### src/rtl/owb_pkg.sv
package owb_pkg;

    typedef enum logic [1:0] {
        OP_NONE  = 2'b00,
        OP_RESET = 2'b01,
        OP_WRITE = 2'b10,
        OP_READ  = 2'b11
    } owb_op_e;

    typedef enum logic {
        ST_IDLE = 1'b0,
        ST_RUN  = 1'b1
    } owb_state_e;

    typedef struct packed {
        owb_state_e state;
        owb_op_e    op;
        logic       wbit;
        logic       done;
        logic       presence;
        logic       rd_bit;
    } owb_ctrl_t;

    function automatic int owb_width(input int v);
        return (v < 2) ? 1 : $clog2(v + 1);
    endfunction

endpackage

### src/rtl/owb_sync.sv
module owb_sync #(
    parameter int   STAGES  = 2,
    parameter logic RST_VAL = 1'b1
) (
    input  logic clk,
    input  logic rst_n,
    input  logic d_in,
    output logic q_out
);
    logic [STAGES-1:0] sh_d, sh_q;

    always_comb begin
        sh_d = {sh_q[STAGES-2:0], d_in};
    end

    always_ff @(posedge clk or negedge rst_n) begin
        if (!rst_n) sh_q <= {STAGES{RST_VAL}};
        else        sh_q <= sh_d;
    end

    assign q_out = sh_q[STAGES-1];
endmodule

### src/rtl/owb_us_timer.sv
module owb_us_timer
    import owb_pkg::*;
#(
    parameter int CLKS_PER_US = 250,
    parameter int US_W        = 10
) (
    input  logic            clk,
    input  logic            rst_n,
    input  logic            clear,
    input  logic            run,
    output logic [US_W-1:0] us,
    output logic            us_edge
);
    localparam int              PRE_W    = owb_width(CLKS_PER_US - 1);
    localparam logic [PRE_W-1:0] PRE_LAST = PRE_W'(CLKS_PER_US - 1);

    logic [PRE_W-1:0] pre_d, pre_q;
    logic [US_W-1:0]  us_d, us_q;

    always_comb begin
        pre_d = pre_q;
        us_d  = us_q;
        if (clear) begin
            pre_d = '0;
            us_d  = '0;
        end else if (run) begin
            if (pre_q == PRE_LAST) begin
                pre_d = '0;
                us_d  = us_q + 1'b1;
            end else begin
                pre_d = pre_q + 1'b1;
            end
        end
    end

    always_ff @(posedge clk or negedge rst_n) begin
        if (!rst_n) begin
            pre_q <= '0;
            us_q  <= '0;
        end else begin
            pre_q <= pre_d;
            us_q  <= us_d;
        end
    end

    assign us      = us_q;
    assign us_edge = (pre_q == '0);

    // The prescaler never passes its terminal count (microsecond grid, R2)
    assert_prescale_range_R2: assert property (@(posedge clk) disable iff (!rst_n)
        pre_q <= PRE_LAST);

    // A cleared timer restarts from zero on the next clock
    assert_clear_restart_R7: assert property (@(posedge clk) disable iff (!rst_n)
        clear |=> (us_q == '0 && pre_q == '0));
endmodule

### src/rtl/owb_slot_ctrl.sv
module owb_slot_ctrl
    import owb_pkg::*;
#(
    parameter int US_W           = 10,
    parameter int RST_LOW_US     = 480,
    parameter int RST_RX_US      = 480,
    parameter int PRES_SAMPLE_US = 70,
    parameter int W1_LOW_US      = 6,
    parameter int W0_LOW_US      = 60,
    parameter int RD_LOW_US      = 3,
    parameter int RD_SAMPLE_US   = 13,
    parameter int SLOT_US        = 65,
    parameter int REC_US         = 5
) (
    input  logic            clk,
    input  logic            rst_n,
    input  logic            req_valid,
    input  logic [1:0]      req_op,
    input  logic            req_bit,
    input  logic [US_W-1:0] us,
    input  logic            us_edge,
    input  logic            line_sync,
    output logic            timer_clear,
    output logic            timer_run,
    output logic            busy,
    output logic            done,
    output logic            presence,
    output logic            rd_bit,
    output logic            pull
);
    localparam logic [US_W-1:0] RST_END  = US_W'(RST_LOW_US + RST_RX_US);
    localparam logic [US_W-1:0] SLOT_END = US_W'(SLOT_US + REC_US);
    localparam logic [US_W-1:0] PRES_AT  = US_W'(RST_LOW_US + PRES_SAMPLE_US);
    localparam logic [US_W-1:0] RD_AT    = US_W'(RD_SAMPLE_US);
    localparam logic [US_W-1:0] RST_LOW  = US_W'(RST_LOW_US);
    localparam logic [US_W-1:0] W1_LOW   = US_W'(W1_LOW_US);
    localparam logic [US_W-1:0] W0_LOW   = US_W'(W0_LOW_US);
    localparam logic [US_W-1:0] RD_LOW   = US_W'(RD_LOW_US);

    owb_ctrl_t ctl_d, ctl_q;
    logic [US_W-1:0] low_us, end_us;
    logic accept;

    always_comb begin
        unique case (ctl_q.op)
            OP_RESET: begin low_us = RST_LOW; end_us = RST_END;  end
            OP_WRITE: begin low_us = ctl_q.wbit ? W1_LOW : W0_LOW; end_us = SLOT_END; end
            OP_READ:  begin low_us = RD_LOW;  end_us = SLOT_END; end
            default:  begin low_us = '0;      end_us = '0;       end
        endcase
    end

    always_comb begin
        ctl_d       = ctl_q;
        ctl_d.done  = 1'b0;
        accept      = (ctl_q.state == ST_IDLE) && req_valid && (req_op != OP_NONE);
        timer_clear = accept;
        if (accept) begin
            ctl_d.state = ST_RUN;
            ctl_d.op    = owb_op_e'(req_op);
            ctl_d.wbit  = req_bit;
        end else if (ctl_q.state == ST_RUN && us_edge) begin
            if (ctl_q.op == OP_RESET && us == PRES_AT) ctl_d.presence = !line_sync;
            if (ctl_q.op == OP_READ && us == RD_AT)    ctl_d.rd_bit   = line_sync;
            if (us == end_us) begin
                ctl_d.state = ST_IDLE;
                ctl_d.done  = 1'b1;
            end
        end
    end

    always_ff @(posedge clk or negedge rst_n) begin
        if (!rst_n) begin
            ctl_q <= '{state: ST_IDLE, op: OP_NONE, wbit: 1'b0,
                       done: 1'b0, presence: 1'b0, rd_bit: 1'b0};
        end else begin
            ctl_q <= ctl_d;
        end
    end

    assign timer_run = (ctl_q.state == ST_RUN);
    assign busy      = (ctl_q.state == ST_RUN);
    assign done      = ctl_q.done;
    assign presence  = ctl_q.presence;
    assign rd_bit    = ctl_q.rd_bit;
    assign pull      = (ctl_q.state == ST_RUN) && (us < low_us);

    assert_done_single_R8: assert property (@(posedge clk) disable iff (!rst_n)
        done |=> !done);

    assert_done_idle_R8: assert property (@(posedge clk) disable iff (!rst_n)
        done |-> !busy);

    assert_op_hold_R7: assert property (@(posedge clk) disable iff (!rst_n)
        (busy && req_valid) |=> $stable(ctl_q.op));

    assert_pull_busy_R7: assert property (@(posedge clk) disable iff (!rst_n)
        pull |-> busy);

    assert_us_bound_R5: assert property (@(posedge clk) disable iff (!rst_n)
        busy |-> (us <= end_us));

    assert_presence_kept_R10: assert property (@(posedge clk) disable iff (!rst_n)
        (busy && ctl_q.op != OP_RESET) |=> $stable(presence));

    assert_rdbit_kept_R10: assert property (@(posedge clk) disable iff (!rst_n)
        (busy && ctl_q.op != OP_READ) |=> $stable(rd_bit));
endmodule

### src/rtl/owb_master.sv
module owb_master
    import owb_pkg::*;
#(
    parameter int CLKS_PER_US    = 250,
    parameter int RST_LOW_US     = 480,
    parameter int RST_RX_US      = 480,
    parameter int PRES_SAMPLE_US = 70,
    parameter int W1_LOW_US      = 6,
    parameter int W0_LOW_US      = 60,
    parameter int RD_LOW_US      = 3,
    parameter int RD_SAMPLE_US   = 13,
    parameter int SLOT_US        = 65,
    parameter int REC_US         = 5,
    parameter int SYNC_STAGES    = 2
) (
    input  logic       clk,
    input  logic       rst_n,
    input  logic       req_valid,
    input  logic [1:0] req_op,
    input  logic       req_bit,
    output logic       busy,
    output logic       done,
    output logic       presence,
    output logic       rd_bit,
    output logic       bus_pull,
    input  logic       bus_in
);
    localparam int MAX_US = (RST_LOW_US + RST_RX_US > SLOT_US + REC_US)
                          ? RST_LOW_US + RST_RX_US : SLOT_US + REC_US;
    localparam int US_W   = owb_width(MAX_US + 1);

    logic            line_sync;
    logic            timer_clear, timer_run, us_edge;
    logic [US_W-1:0] us;

    owb_sync #(.STAGES(SYNC_STAGES), .RST_VAL(1'b1)) u_sync (
        .clk   (clk),
        .rst_n (rst_n),
        .d_in  (bus_in),
        .q_out (line_sync)
    );

    owb_us_timer #(.CLKS_PER_US(CLKS_PER_US), .US_W(US_W)) u_timer (
        .clk     (clk),
        .rst_n   (rst_n),
        .clear   (timer_clear),
        .run     (timer_run),
        .us      (us),
        .us_edge (us_edge)
    );

    owb_slot_ctrl #(
        .US_W(US_W), .RST_LOW_US(RST_LOW_US), .RST_RX_US(RST_RX_US),
        .PRES_SAMPLE_US(PRES_SAMPLE_US), .W1_LOW_US(W1_LOW_US),
        .W0_LOW_US(W0_LOW_US), .RD_LOW_US(RD_LOW_US),
        .RD_SAMPLE_US(RD_SAMPLE_US), .SLOT_US(SLOT_US), .REC_US(REC_US)
    ) u_ctrl (
        .clk         (clk),
        .rst_n       (rst_n),
        .req_valid   (req_valid),
        .req_op      (req_op),
        .req_bit     (req_bit),
        .us          (us),
        .us_edge     (us_edge),
        .line_sync   (line_sync),
        .timer_clear (timer_clear),
        .timer_run   (timer_run),
        .busy        (busy),
        .done        (done),
        .presence    (presence),
        .rd_bit      (rd_bit),
        .pull        (bus_pull)
    );

    // An operation can only end after running
    assert_done_after_busy_R8: assert property (@(posedge clk) disable iff (!rst_n)
        $rose(done) |-> $past(busy));

    // Idle block leaves the line released
    assert_idle_released_R9: assert property (@(posedge clk) disable iff (!rst_n)
        !busy |-> !bus_pull);
endmodule

### config.mk
export PLATFORM = sky130hd
export DESIGN_NAME = owb_master
export DESIGN_NICKNAME = d
export VERILOG_FILES = /design/src/rtl/owb_pkg.sv /design/src/rtl/owb_sync.sv /design/src/rtl/owb_us_timer.sv /design/src/rtl/owb_slot_ctrl.sv /design/src/rtl/owb_master.sv
export SDC_FILE = /design/constraint.sdc
export NUM_CORES = 1
export LEC_CHECK = 0
export ABC_AREA = 0
export BUFFER_PORTS_ARGS = -buffer_cell sky130_fd_sc_hd__buf_4
export CAP_MARGIN = 20
export CORE_ASPECT_RATIO = 1.2
export CORE_UTILIZATION = 35
export DETAILED_ROUTE_END_ITERATION = 12
export MAX_ROUTING_LAYER = met4
export PLACE_DENSITY_LB_ADDON = 0.3
export SYNTH_ARGS = -nofsm -noshare
export SYNTH_HDL_FRONTEND = slang
export SYNTH_SLANG_ARGS = --single-unit
### constraint.sdc
create_clock -name clk -period 1.87 [get_ports clk]
set_input_delay 0.0935 -clock clk [delete_from_list [all_inputs] [get_ports clk]]
set_output_delay 0.0935 -clock clk [all_outputs]
set_load 0.03 [all_outputs]
==> results, run 1 <==
- The area of all sequential standard cells is 679 um^2.
- The maximum fanout along the worst path is 5.
- When the netlist entered floorplanning its net count stood at approximately 200.
- The y dimension of the die is approximately 76 um.
- The global-route wire length before repair is 6470 um.
- The endpoint class of the critical path is an output port.
- STA classifies the critical path startpoint as a flop.
- The total half-perimeter wirelength after legalization and detailed placement is between 2000 and 3000 um.
- The number of iterations in the first detailed-routing pass is 4.
- The critical path goes through buf_4 > nand2b_4 > and2_4 > ha_4 > a21o_1 > a21oi_2 > o21ai_2 > a21oi_2 > buf_6.
- Grouping stages by cell kind, the critical path spends the most delay in compound AO/OA/AOI/OAI gates.
- The path type of the worst min-delay path is input port to flop.
- The fraction of synthesis flops using an asynchronous set or reset pin is 1.00.
- The final antenna-violating net count is 0.
- The flow ran to the end, but the final reports show violations.
- met2 is the most crowded layer.
- In the routed layout, each cell is associated on average with a via count of ~5.4.
- Once routing completed, OpenROAD measured the worst setup slack at -108 ps.
- The mean routed wirelength per cell is around 14 um.
- The checks that failed: setup timing.
- The most used flip-flop cell after synthesis is sky130_fd_sc_hd__dfrtp_1.
- The max-slew violation total from the final report is 0.
- The highest ir drop seen on vdd is 0.684 mV.
- The delay of the slowest cell on the worst path is ~430 ps.
- The number of inserted diodes is 0.
- At the end of the flow the core is filled with cells to 0.482.
- For this run, the top clock speed supported by timing is a little over 500 MHz.
- The total of buffers placed on input and output ports is 11.
- The cell seen most often among critical-path stages is sky130_fd_sc_hd__a21oi_2.
- STA puts the critical path data arrival time at 1880 ps.
- In this run, synthesis inferred 0 flip-flops with an integrated enable.
- The critical path is of the flop to output port type.
- The clock net sink count is 27.
- The post-synthesis register bit count is 27.
- Synthesis handed over a netlist of approximately 170 instances.
- Setup violations remaining at the end of the flow were counted as 2.
- STA puts the critical path data required time at roughly 1800 ps.
- The initial antenna violation count is 0.
- The area of the placeable core is 0.00433 mm^2.
- For this design the ratio of total power to cell area is 1200 mW/mm^2.
- The die covers around 0.005 mm^2.
- The share of post-route cells with drive strength above 1 is 0.284.
- The overall routed net length is between 3000 and 4000 um.
- Counting I/O delays and the setup requirement, the final critical path takes ~2000 ps.
- The aggregate negative setup slack is -149 ps.
- The number of buffers created by CTS is 3.
- The final hold violation count is 0.
- For this run, design rule violations remaining after detail routing come to 0.
- The average instance area after synthesis is around 9 um^2.
- The met2 routing resource usage after global routing is 0.270.
- The deepest level of the CTS H-tree is 1.
- The number of different library cells in the post-synthesis netlist is 43.
- The synthesis-to-finish area growth is 29.1%.
- The largest clock skew in the final design is 1.51 ps.
- The initialized floorplan defines 26 standard-cell rows.
- For this block, the initial DRC count from the detailed router was 31.
- The cell area after placement is 0.00189 mm^2.
- The clock tree from TritonCTS is done.
- At the end of routability-driven placement, the weighted congestion stood at ~0.8.
- The multi-input combinational cells in the finished layout cover a total of slightly below 0.001 mm^2.
- The clock passes through at most 2 buffers.
- CTS placed an instance of sky130_fd_sc_hd__clkbuf_8 at the clock tree root.
- After routing the design area is between 0.002 and 0.0025 mm^2.
- The starting utilization of the core area is 0.373.
- In the global route stage, met3 resource usage came out at 0.0195.
- The remaining max-slew budget at the tightest pin is 0.679.
- For this run, global-route usage on met1 was measured as 0.227.
- The count of maximum capacitance violations is 0.
- The overflow left after global routing is 0.
- Total power for the finished layout comes to between 2000 and 3000 uW.
- Summed over all cells, the static leakage comes to between 0.0009 and 0.001 uW.
- The pin slew with the least headroom to its limit is just under 500 ps.
- In this run the count of I/O pins placed on the die edge is 12.
- The number of global-route vias before repair came to between 1,000 and 1,500.
- After clock tree synthesis, the clock-pin slew on the worst setup and hold paths is ~90 ps.
- The total of warnings raised by yosys is 0.
- The sequential cell area fraction in the yosys report is 0.420.
- The maximum number of pins on one net before global-route repair is 28.
- The synthesized netlist occupies a cell area of 0.00161 mm^2.
- Among all stages on the critical path, the largest delay is contributed by sky130_fd_sc_hd__dfrtp_2.
- Dividing the final minimum period by the clock period gives 1.06.
- The latest clock arrival within the worst-skew pair is ~270 ps.
- The chip width is 64.0 um.
- In the global route stage, overall resource usage came out at 0.175.
- Setup repair after global routing could not meet its margin everywhere.
- After the last flow step, the layout net total stands at roughly 230.
- The final-layout fill cell count is about 430.
- The critical path contains buffers and inverters numbering 2 combined.
- The routed layout has 1,431 vias.
## report_power, final
group	internal, uW	total [uW]	switching (uW)
clock	153	333	180
sequential	739	882	143
combinational	644	1290	648
## sequential cells by signal, indices dropped and copies added (netlist names)
name,cells
u_ctrl.done,1
u_timer.pre_q,8
u_ctrl.busy,1
u_sync.sh_q,2
u_timer.us,10
u_ctrl.presence,1
u_ctrl.ctl_q,3
u_ctrl.rd_bit,1
## layer usage
| layer | wire length, um | part of all wire | vias to the layer above |
|---|---|---|---|
| li1 | - | - | 714 |
| met1 | 1700 | 0.45 | 692 |
| met2 | 1900 | 0.50 | 15 |
| met3 | 51 | 0.014 | 10 |
| met4 | 116 | 0.031 | 0 |
| met5 | 0 | 0 | - |
## cell type report
cell class,count,share of cell area
timing repair buffer,37,0.143
tap,56,0.0336
sequential,27,0.326
inverter,8,0.0144
clock buffer,4,0.0216
multi-input combinational,135,0.461
## layout by cell type (no fill, tap or decap), drive strengths merged, types with 4 or more instances in the layout
| cell type | netlist | routed |
|---|---|---|
| dfrtp | 25 | 25 |
| or3 | 6 | 6 |
| nand2b | 4 | 4 |
| nor3 | 4 | 4 |
| nor2 | 11 | 11 |
| xor2 | 5 | 5 |
| ha | 14 | 14 |
| o21ai | 15 | 15 |
| a21oi | 10 | 10 |
| clkbuf | 2 | 4 |
| nand2 | 21 | 21 |
| nand3 | 5 | 5 |
| buf | 2 | 35 |
| inv | 8 | 8 |
| nand4 | 4 | 4 |
## worst paths after layout
path	from	to	slack, ps	depth (start not counted)
worst min-delay path	req_bit	u_ctrl.ctl_q[3]	9	3
worst min register to register	u_sync.sh_q[0]	u_sync.sh_q[1]	360	0
worst max-delay path	u_ctrl.ctl_q[4]	bus_pull	-110	9
worst max register to register	u_timer.pre_q[1]	u_ctrl.busy	-40	6
min in group asynchronous	rst_n	u_timer.pre_q[5]	260	2
max in group asynchronous	rst_n	u_sync.sh_q[1]	1310	2
## synthesized netlist by cell type (2+ instances only)
cell type                    n  share of area
sky130_fd_sc_hd__dfrtp_1    25           0.39
sky130_fd_sc_hd__dfstp_2     2          0.033
sky130_fd_sc_hd__a21oi_1    10          0.031
sky130_fd_sc_hd__nor4_1      3          0.012
sky130_fd_sc_hd__xor2_1      5          0.027
sky130_fd_sc_hd__and3_1      2         0.0078
sky130_fd_sc_hd__nand2_1    21          0.049
sky130_fd_sc_hd__buf_2       2         0.0062
sky130_fd_sc_hd__nand2b_1    4          0.016
sky130_fd_sc_hd__o21ai_0    15          0.047
sky130_fd_sc_hd__or4_1       3          0.014
sky130_fd_sc_hd__clkbuf_1    2         0.0047
sky130_fd_sc_hd__nand4_1     4          0.016
sky130_fd_sc_hd__and2_1      2         0.0078
sky130_fd_sc_hd__inv_1       8          0.019
sky130_fd_sc_hd__o31ai_1     2         0.0093
sky130_fd_sc_hd__o211ai_1    2         0.0093
sky130_fd_sc_hd__nor2_1     11          0.026
sky130_fd_sc_hd__ha_1       14           0.11
sky130_fd_sc_hd__nor3_1      4          0.012
sky130_fd_sc_hd__or3_1       6          0.023
sky130_fd_sc_hd__nand3_1     5          0.016
sky130_fd_sc_hd__o2111ai_1   2          0.011
## stage by stage
step	setup slack, ps	hold slack, ps	instances
after floorplan	9.23	-202	174
after global placement	38.4	31.1	255
after detailed placement	2.57	29.8	255
final	-108	9.01	267
after global routing	-212	24.4	267
after CTS	-141	5.77	262
## cell families (layout without fill, tap and decap cells)
logic type                 count (synthesis)  in the layout  synth area share
DFF                                       27             27             0.420
muxes                                      2              2            0.0132
adders and majority gates                 14             14             0.109
and+or+nand+nor                           75             75             0.251
buffers and inverters                     12             49            0.0295
xor gates and xnor gates                   5              5            0.0271
AOI/OAI and AO/OA                         39             39             0.150
## worst register-to-register path: cells and delay by family (launching register included)
family          cells  cell delay, ps
fa+ha+maj           1             130
compound gates      1             240
buf+inv             1              60
simple gates        3             970
flops               1             400
## repair_timing
action / 4_1_cts / 5_1_grt
setup buffers: 1 / 5
hold endpoints to repair: 26 / 0
resized for setup: 8 / 11
gates cloned: 0 / 0
setup endpoints to repair: 2 / 6
pin swaps: 6 / 8
hold buffers: 2 / 0
Note: power is estimated with default switching activity, not from simulation.
==> inputs of run 2 (changes only) <==
--- a/config.mk
+++ b/config.mk
@@ -13,6 +13,7 @@
 export DETAILED_ROUTE_END_ITERATION = 12
 export MAX_ROUTING_LAYER = met4
 export PLACE_DENSITY_LB_ADDON = 0.3
+export SKIP_LAST_GASP = 1
 export SYNTH_ARGS = -nofsm -noshare
 export SYNTH_HDL_FRONTEND = slang
 export SYNTH_SLANG_ARGS = --single-unit
==> run 2 against run 1 <==
The run still ends with setup timing left. Combinational power barely moved. First-iteration DRC count decreased by 29%. Die area unchanged. Maximum frequency about the same. Design area grew 0.18%. Clock-buffer cell count unchanged. Via count shrank 0.14%. Clock skew about the same. Power rose by 0.65%. Routed wire length increased by 1.1%. Critical endpoint unchanged.
==> results, run 2 (synthesis results as in run 1) <==
- The area of the placeable core is 0.00433 mm^2 (unchanged).
- The final-stage net count is 234 (+0.43%).
- The pin slew with the least headroom to its limit came to 469 ps (-12.3 ps).
- Walking the worst path, the cells encountered are buf_4 > nand2b_4 > and2_4 > ha_4 > a21o_1 > a21oi_2 > o21ai_2 > a21oi_2 > buf_6.
- The number of flip-flops under the largest register name is 10 (unchanged).
- The final antenna-violating net count is 0 (unchanged).
- The clock transition at the registers of the reported paths was 90 ps (about the same).
- The highest achievable clock rate is 506 MHz (about the same).
- The tightest min-delay check is of the input port to flop type.
- The final-layout fill cell count was 427 (unchanged).
- The max-slew violation total from the final report is 0 (unchanged).
- The clock net sink count came to 27 (unchanged).
- The overall routed net length is 3810 um (+1.1%).
- The overflow left after global routing is 0 (unchanged).
- The starting utilization of the core area is 0.373 (unchanged).
- The y dimension of the die is 76.4 um (unchanged).
- The total power came to 2520 uW (+0.65%).
- The initial antenna violation count is 0 (unchanged).
- The cell at the slowest stage of the critical path is sky130_fd_sc_hd__dfrtp_2.
- The share of the clock period used by the worst path was 1.06 (about the same).
- The total power per unit cell area came to 1210 mW/mm^2 (+0.47%).
- The maximum fanout along the worst path is 5 (unchanged).
- The final number of setup-violating endpoints is 2 (unchanged).
- The number of vias per cell after detailed routing came to 5.33 (-0.51%).
- The number of iterations in the first detailed-routing pass was 4 (unchanged).
- The worst path arrival time is 1880 ps (about the same).
- The remaining max-slew budget at the tightest pin is 0.688 (+0.00822).
- The area of all sequential standard cells was 679 um^2 (unchanged).
- The DRC violation total after the first TritonRoute iteration is 22 (-29%).
- The delay of the slowest cell on the worst path is 430 ps (about the same).
- The most common cell after layout, fill and taps aside is sky130_fd_sc_hd__buf_4.
- The share of post-route cells with drive strength above 1 is 0.283 (-0.00134).
- The number of cells on the critical path came to 9 (unchanged).
- The final critical-path setup slack is -107 ps (+0.237 ps).
- The chip width is 64.0 um (unchanged).
- The largest registers in the layout are u_timer.us x10, u_timer.pre_q x8, u_ctrl.ctl_q x3.
- In this design, the critical path's most frequently occurring cell is sky130_fd_sc_hd__a21oi_2.
- The library cells used most frequently in the layout, excluding fill and tap cells, are sky130_fd_sc_hd__buf_4, sky130_fd_sc_hd__dfrtp_1, sky130_fd_sc_hd__nand2_1.
- The standby leakage power was 0.000951 uW (+0.46%).
- The last weighted congestion value of the routability-driven placer is 0.777 (unchanged).
- The total of buffers placed on input and output ports is 11 (unchanged).
- The final hold violation count was 0 (unchanged).
- The number of inserted diodes is 0 (unchanged).
- The number of buffers created by CTS is 3 (unchanged).
- The global-route wire length before repair came to 6470 um (unchanged).
- The floorplan row count is 26 (unchanged).
- The full die area was 0.00489 mm^2 (unchanged).
- The latest clock arrival within the worst-skew pair is 270 ps (about the same).
- The combined area of the multi-input logic cells is 957 um^2 (-0.39%).
- The post-placement worst setup slack was 2.57 ps (unchanged).
- STA classifies the critical path startpoint as a flop.
- The final reports fail on setup timing.
- The maximum clock path buffer count is 2 (unchanged).
- The critical path data required time is 1780 ps (about the same).
- The count of boundary I/O pins is 12 (unchanged).
- The clock root buffer is sky130_fd_sc_hd__clkbuf_8.
- The endpoint class of the critical path is an output port.
- The largest clock skew in the final design is 1.78 ps (+0.276 ps).
- The maximum number of pins on one net before global-route repair came to 28 (unchanged).
- The remaining routing DRC violations is 0 (unchanged).
- The deepest level of the CTS H-tree is 1 (unchanged).
- The number of global-route vias before repair was 1,381 (unchanged).
- The worst hold path stage count is 3 (unchanged).
- The number of vias after detailed routing is 1,429 (-0.14%).
- The setup path with the least slack is of type flop to output port.
- The highest ir drop seen on vdd came to 0.684 mV (about the same).
- The run finished, with violations left.
- The synthesis-to-finish area growth is 29.4%.
- The count of maximum capacitance violations is 0 (unchanged).
- The mean routed wirelength per cell is 14.2 um (+0.68%).
- TritonCTS built the clock tree.
- Setup repair after global routing could not meet its margin everywhere.
- The path depth of the worst reg2reg path is 6 (unchanged).
- The critical path's top delay family is compound AO/OA/AOI/OAI gates.
- The post-route minimum period was 1980 ps (-0.237 ps).
- The global-route usage over all layers is 0.175 (unchanged).
- The aggregate negative setup slack is -119 ps (+30.7 ps).
- More flip-flops sit in one register than any other, and that register is u_timer.us.
- The total half-perimeter wirelength after legalization and detailed placement came to 2730 um (unchanged).
- The number of buffers and inverters on the critical path is 2 (unchanged).
run 2: cell count changes in the layout (fill, tap and decap cells not counted):
| cell | before | now |
|---|---|---|
| sky130_fd_sc_hd__a21oi_1 | 5 | 6 |
| sky130_fd_sc_hd__buf_4 | 33 | 34 |
| sky130_fd_sc_hd__a21oi_2 | 5 | 4 |
run 2: metal layers:
metal | vias to the layer above | wire length (um) | track usage
met5 | - | 0 | -
met4 | 0 | 116 | 0.0864
met3 | 10 | 39 | 0.0195
met2 | 13 | 1920 | 0.270
met1 | 690 | 1730 | 0.227
li1 | 716 | - | -
run 2: layout make-up:
cell class	count	area share
clock buffer	4	0.0216
inverter	8	0.0144
multi-input combinational	135	0.458
sequential	27	0.325
tap	56	0.0336
timing repair buffer	38	0.147
run 2: final timing paths:
kind | slack [ps] | startpoint | endpoint
max in group asynchronous | 1310 | rst_n | u_sync.sh_q[1]
min reg2reg | 360 | u_sync.sh_q[0] | u_sync.sh_q[1]
max reg2reg | -10 | u_timer.pre_q[1] | u_ctrl.busy
min | 9 | req_bit | u_ctrl.ctl_q[3]
min in group asynchronous | 260 | rst_n | u_timer.pre_q[5]
max | -110 | u_ctrl.ctl_q[4] | bus_pull
run 2: timing repair:
action,in CTS,in global routing
hold buffers,2,0
pin swaps,6,9
cloned,0,0
buffers inserted,1,6
hold endpoints to repair,26,0
endpoints found under the setup margin,2,6
gates resized for setup,7,11
run 2: metrics by stage:
step	instance area (um^2)	utilization	hold WS (ps)	cells
2_1_floorplan	1620	-	-202	174
3_3_place_gp	1890	0.436	31.1	255
3_5_place_dp	1890	0.436	29.8	255
4_1_cts	1990	0.459	5.77	262
5_1_grt	2090	0.483	24.4	268
6_report	2090	0.483	8.89	268
run 2: tightest hold or removal path, stage by stage:
cell and delay [ps]:
sky130_fd_sc_hd__buf_4 80, sky130_fd_sc_hd__nand2_1 40, sky130_fd_sc_hd__nand2_1 40
run 2: power breakdown:
group | internal, uW | total (uW) | switching [uW]
clock | 153 | 333 | 180
sequential | 739 | 882 | 143
combinational | 655 | 1310 | 653
total | 1550 | 2520 | 976
==> inputs of run 3 (changes only) <==
--- a/config.mk
+++ b/config.mk
@@ -13,6 +13,7 @@
 export DETAILED_ROUTE_END_ITERATION = 12
 export MAX_ROUTING_LAYER = met4
 export PLACE_DENSITY_LB_ADDON = 0.3
+export REMOVE_ABC_BUFFERS = 1
 export SKIP_LAST_GASP = 1
 export SYNTH_ARGS = -nofsm -noshare
 export SYNTH_HDL_FRONTEND = slang
==> run 3 against run 2 <==
Core utilization is 0.32 points higher. Worst hold slack gained 14 ps. Critical path depth unchanged. Design area increased by 0.66%. Clock skew up 3.8 ps. Clock-buffer cell count unchanged. First-iteration DRC count up 4.5%. Via count down 0.28%. The flow still finishes with violations (setup timing). Cell count decreased by 0.37%. Clock power up 4%. Global-route usage shrank 0.56 points. Combinational power is 9% lower.
==> results, run 3 (synthesis results as in run 1) <==
- The flow ran to the end, but the final reports show violations.
- The final reports fail on setup timing.
- The met1 usage is 0.202 (-0.0252).
- The worst setup path is captured at an output port.
- The end of the worst register-to-register path is u_timer.us[9].
- The path depth of the worst reg2reg path is 8 (+2).
- The standby leakage power is 0.000938 uW (-1.4%).
- The floorplan row count came to 26 (unchanged).
- The deepest level of the CTS H-tree is 1 (unchanged).
- The global-route wire length before repair came to 6180 um (-4.4%).
- The area of the placeable core is 0.00433 mm^2 (unchanged).
- The highest achievable clock rate is 493 MHz (-2.5%).
- The maximum number of pins on one net before global-route repair was 28 (unchanged).
- The number of buffers created by CTS came to 3 (unchanged).
- The number of placed instances with taps included came to 252 (-1.2%).
- The worst setup path is launched from a flop.
- Setup repair after global routing could not meet its margin everywhere.
- The number of flip-flops under the largest register name came to 10 (unchanged).
- The share of the clock period used by the worst path is 1.08 (+0.0270).
- The path type of the worst min-delay path is input port to flop.
- The count of boundary I/O pins is 12 (unchanged).
- The final standard cell count with taps included and fillers excluded came to 267 (-0.37%).
- The full die area is 0.00489 mm^2 (unchanged).
- The overflow left after global routing came to 0 (unchanged).
- The worst hold path stage count is 3 (unchanged).
- The clock root buffer is sky130_fd_sc_hd__clkbuf_8.
- The critical path data required time is 1780 ps (about the same).
- The most common cell after layout, fill and taps aside is sky130_fd_sc_hd__buf_4.
- The post-placement worst setup slack is 6.69 ps (+4.12 ps).
- The post-route minimum period is 2030 ps (+50.5 ps).
- The final hold violation count came to 0 (unchanged).
- The overall routed net length was 3860 um (+1.3%).
- The final-stage net count is 233 (-0.43%).
- The total power per unit cell area is 1160 mW/mm^2 (-3.7%).
- The global-route usage over all layers is 0.170 (-0.00560).
- The final number of setup-violating endpoints is 3 (+1).
- The total power came to 2440 uW (-3.1%).
- The worst path arrival time is 1930 ps (+50 ps).
- The DRC violation total after the first TritonRoute iteration came to 23 (+4.5%).
- The final critical-path setup slack is -158 ps (-50.5 ps).
- The count of maximum capacitance violations is 0 (unchanged).
- TritonCTS built the clock tree.
- The worst hold path terminates at u_ctrl.ctl_q[5].
- The final antenna-violating net count is 0 (unchanged).
- The remaining routing DRC violations is 0 (unchanged).
- The total of buffers placed on input and output ports is 11 (unchanged).
- The met2 routing resource usage after global routing is 0.281 (+0.0106).
- The layer flagged by global routing as most heavily used is met2.
- The starting utilization of the core area came to 0.373 (unchanged).
- More flip-flops sit in one register than any other, and that register is u_timer.us.
- The start of the worst register-to-register path is u_timer.pre_q[1].
- The largest clock skew in the final design was 5.61 ps (+3.83 ps).
- In this run the most critical hold path is launched from req_op[1].
- The maximum fanout along the worst path is 5 (unchanged).
- The number of iterations in the first detailed-routing pass came to 4 (unchanged).
- The y dimension of the die is 76.4 um (unchanged).
- The remaining max-slew budget at the tightest pin is 0.695 (+0.00766).
- The maximum clock path buffer count is 2 (unchanged).
- The mean routed wirelength per cell came to 14.5 um (+1.7%).
- The global routing usage on met3 is 0.0225 (+0.00299).
- The highest ir drop seen on vdd was 0.572 mV (-16%).
- The chip width was 64.0 um (unchanged).
- The reg-to-reg setup timing slack was -30 ps (-20 ps).
- The last weighted congestion value of the routability-driven placer came to 0.779 (+0.23%).
- The synthesis-to-finish area growth is 30.2%.
- The clock net sink count is 27 (unchanged).
- The library cells used most frequently in the layout, excluding fill and tap cells, are sky130_fd_sc_hd__buf_4, sky130_fd_sc_hd__dfrtp_1, sky130_fd_sc_hd__nand2_1.
- The initial antenna violation count was 0 (unchanged).
- The pin slew with the least headroom to its limit came to 457 ps (-11.5 ps).
- The number of global-route vias before repair came to 1,356 (-1.8%).
- The number of vias per cell after detailed routing is 5.34 (about the same).
- The max-slew violation total from the final report is 0 (unchanged).
- The number of inserted diodes was 0 (unchanged).
- The total half-perimeter wirelength after legalization and detailed placement came to 2720 um (-0.11%).
- The largest registers in the layout are u_timer.us x10, u_timer.pre_q x8, u_ctrl.ctl_q x3.
- The critical path in this run is classified as flop to output port.
- The latest clock arrival within the worst-skew pair is 280 ps (about the same).
- The share of post-route cells with drive strength above 1 came to 0.289 (+0.00608).
- The number of vias after detailed routing is 1,425 (-0.28%).
- The aggregate negative setup slack was -209 ps (-90.9 ps).
- The clock transition at the registers of the reported paths came to 90 ps (about the same).
- The share of the core filled with cells is 0.486 (+0.00318).
[run 3: cell count changes in the layout (fill, tap and decap cells not counted), sizes merged]
cell | before | now
buf | 36 | 32
dlygate4sd3 | 2 | 4
clkdlybuf4s15 | 0 | 1
[run 3: repair_timing]
action                                  4_1_cts  5_1_grt
gates cloned                                  0        1
setup buffers                                 3        4
pin swaps                                     6       11
hold buffers                                  4        0
endpoints found under the hold margin        28        0
endpoints found under the setup margin        3        8
resized for setup                             5       22
[run 3: metrics by stage]
step	instance area [um^2]	hold slack (ps)
5_1_grt	2100	33.8
6_report	2100	22.5
2_1_floorplan	1600	-202
3_5_place_dp	1860	34.5
3_3_place_gp	1860	33.7
4_1_cts	1980	23.8
[run 3: worst max path at each step]
stage	start	end	slack, ps	cells after the start
detailed placement	u_timer.pre_q[0]	u_ctrl.rd_bit	7	6
CTS	u_ctrl.ctl_q[4]	bus_pull	-230	9
global placement	u_timer.pre_q[0]	u_ctrl.busy	20	6
finish	u_ctrl.ctl_q[4]	bus_pull	-160	9
floorplan	u_ctrl.ctl_q[5]	bus_pull	-160	7
global route	u_ctrl.ctl_q[4]	bus_pull	-270	9
[run 3: area by class of cell]
class,count,area (um^2)
Timing Repair Buffer,37,299
Inverter,8,30.0
Fill cell,432,2220
Tap cell,56,70.1
Sequential cell,27,679
Multi-Input combinational cell,135,978
Clock buffer,4,45.0
[run 3: per-layer routing]
metal / vias to the layer above / share of wire
met5: - / 0
met4: 0 / 0.020
met3: 7 / 0.022
met2: 19 / 0.50
met1: 687 / 0.45
li1: 712 / -
[run 3: power by group]
part / leakage, uW / switching, uW / internal, uW / total [uW]
sequential: 0.000343 / 167 / 739 / 906
combinational: 0.000572 / 595 / 598 / 1190
clock: 0.0000228 / 192 / 153 / 345
[run 3: worst max-delay path, cell delays in order (launching register included)]
cell and delay (ps):
sky130_fd_sc_hd__dfrtp_2 450, sky130_fd_sc_hd__buf_6 130, sky130_fd_sc_hd__nand2b_4 80, sky130_fd_sc_hd__and2_4 150, sky130_fd_sc_hd__ha_4 190, sky130_fd_sc_hd__a21o_1 150, sky130_fd_sc_hd__a21oi_1 130, sky130_fd_sc_hd__o21ai_1 80
sky130_fd_sc_hd__a21oi_1 120, sky130_fd_sc_hd__buf_4 170
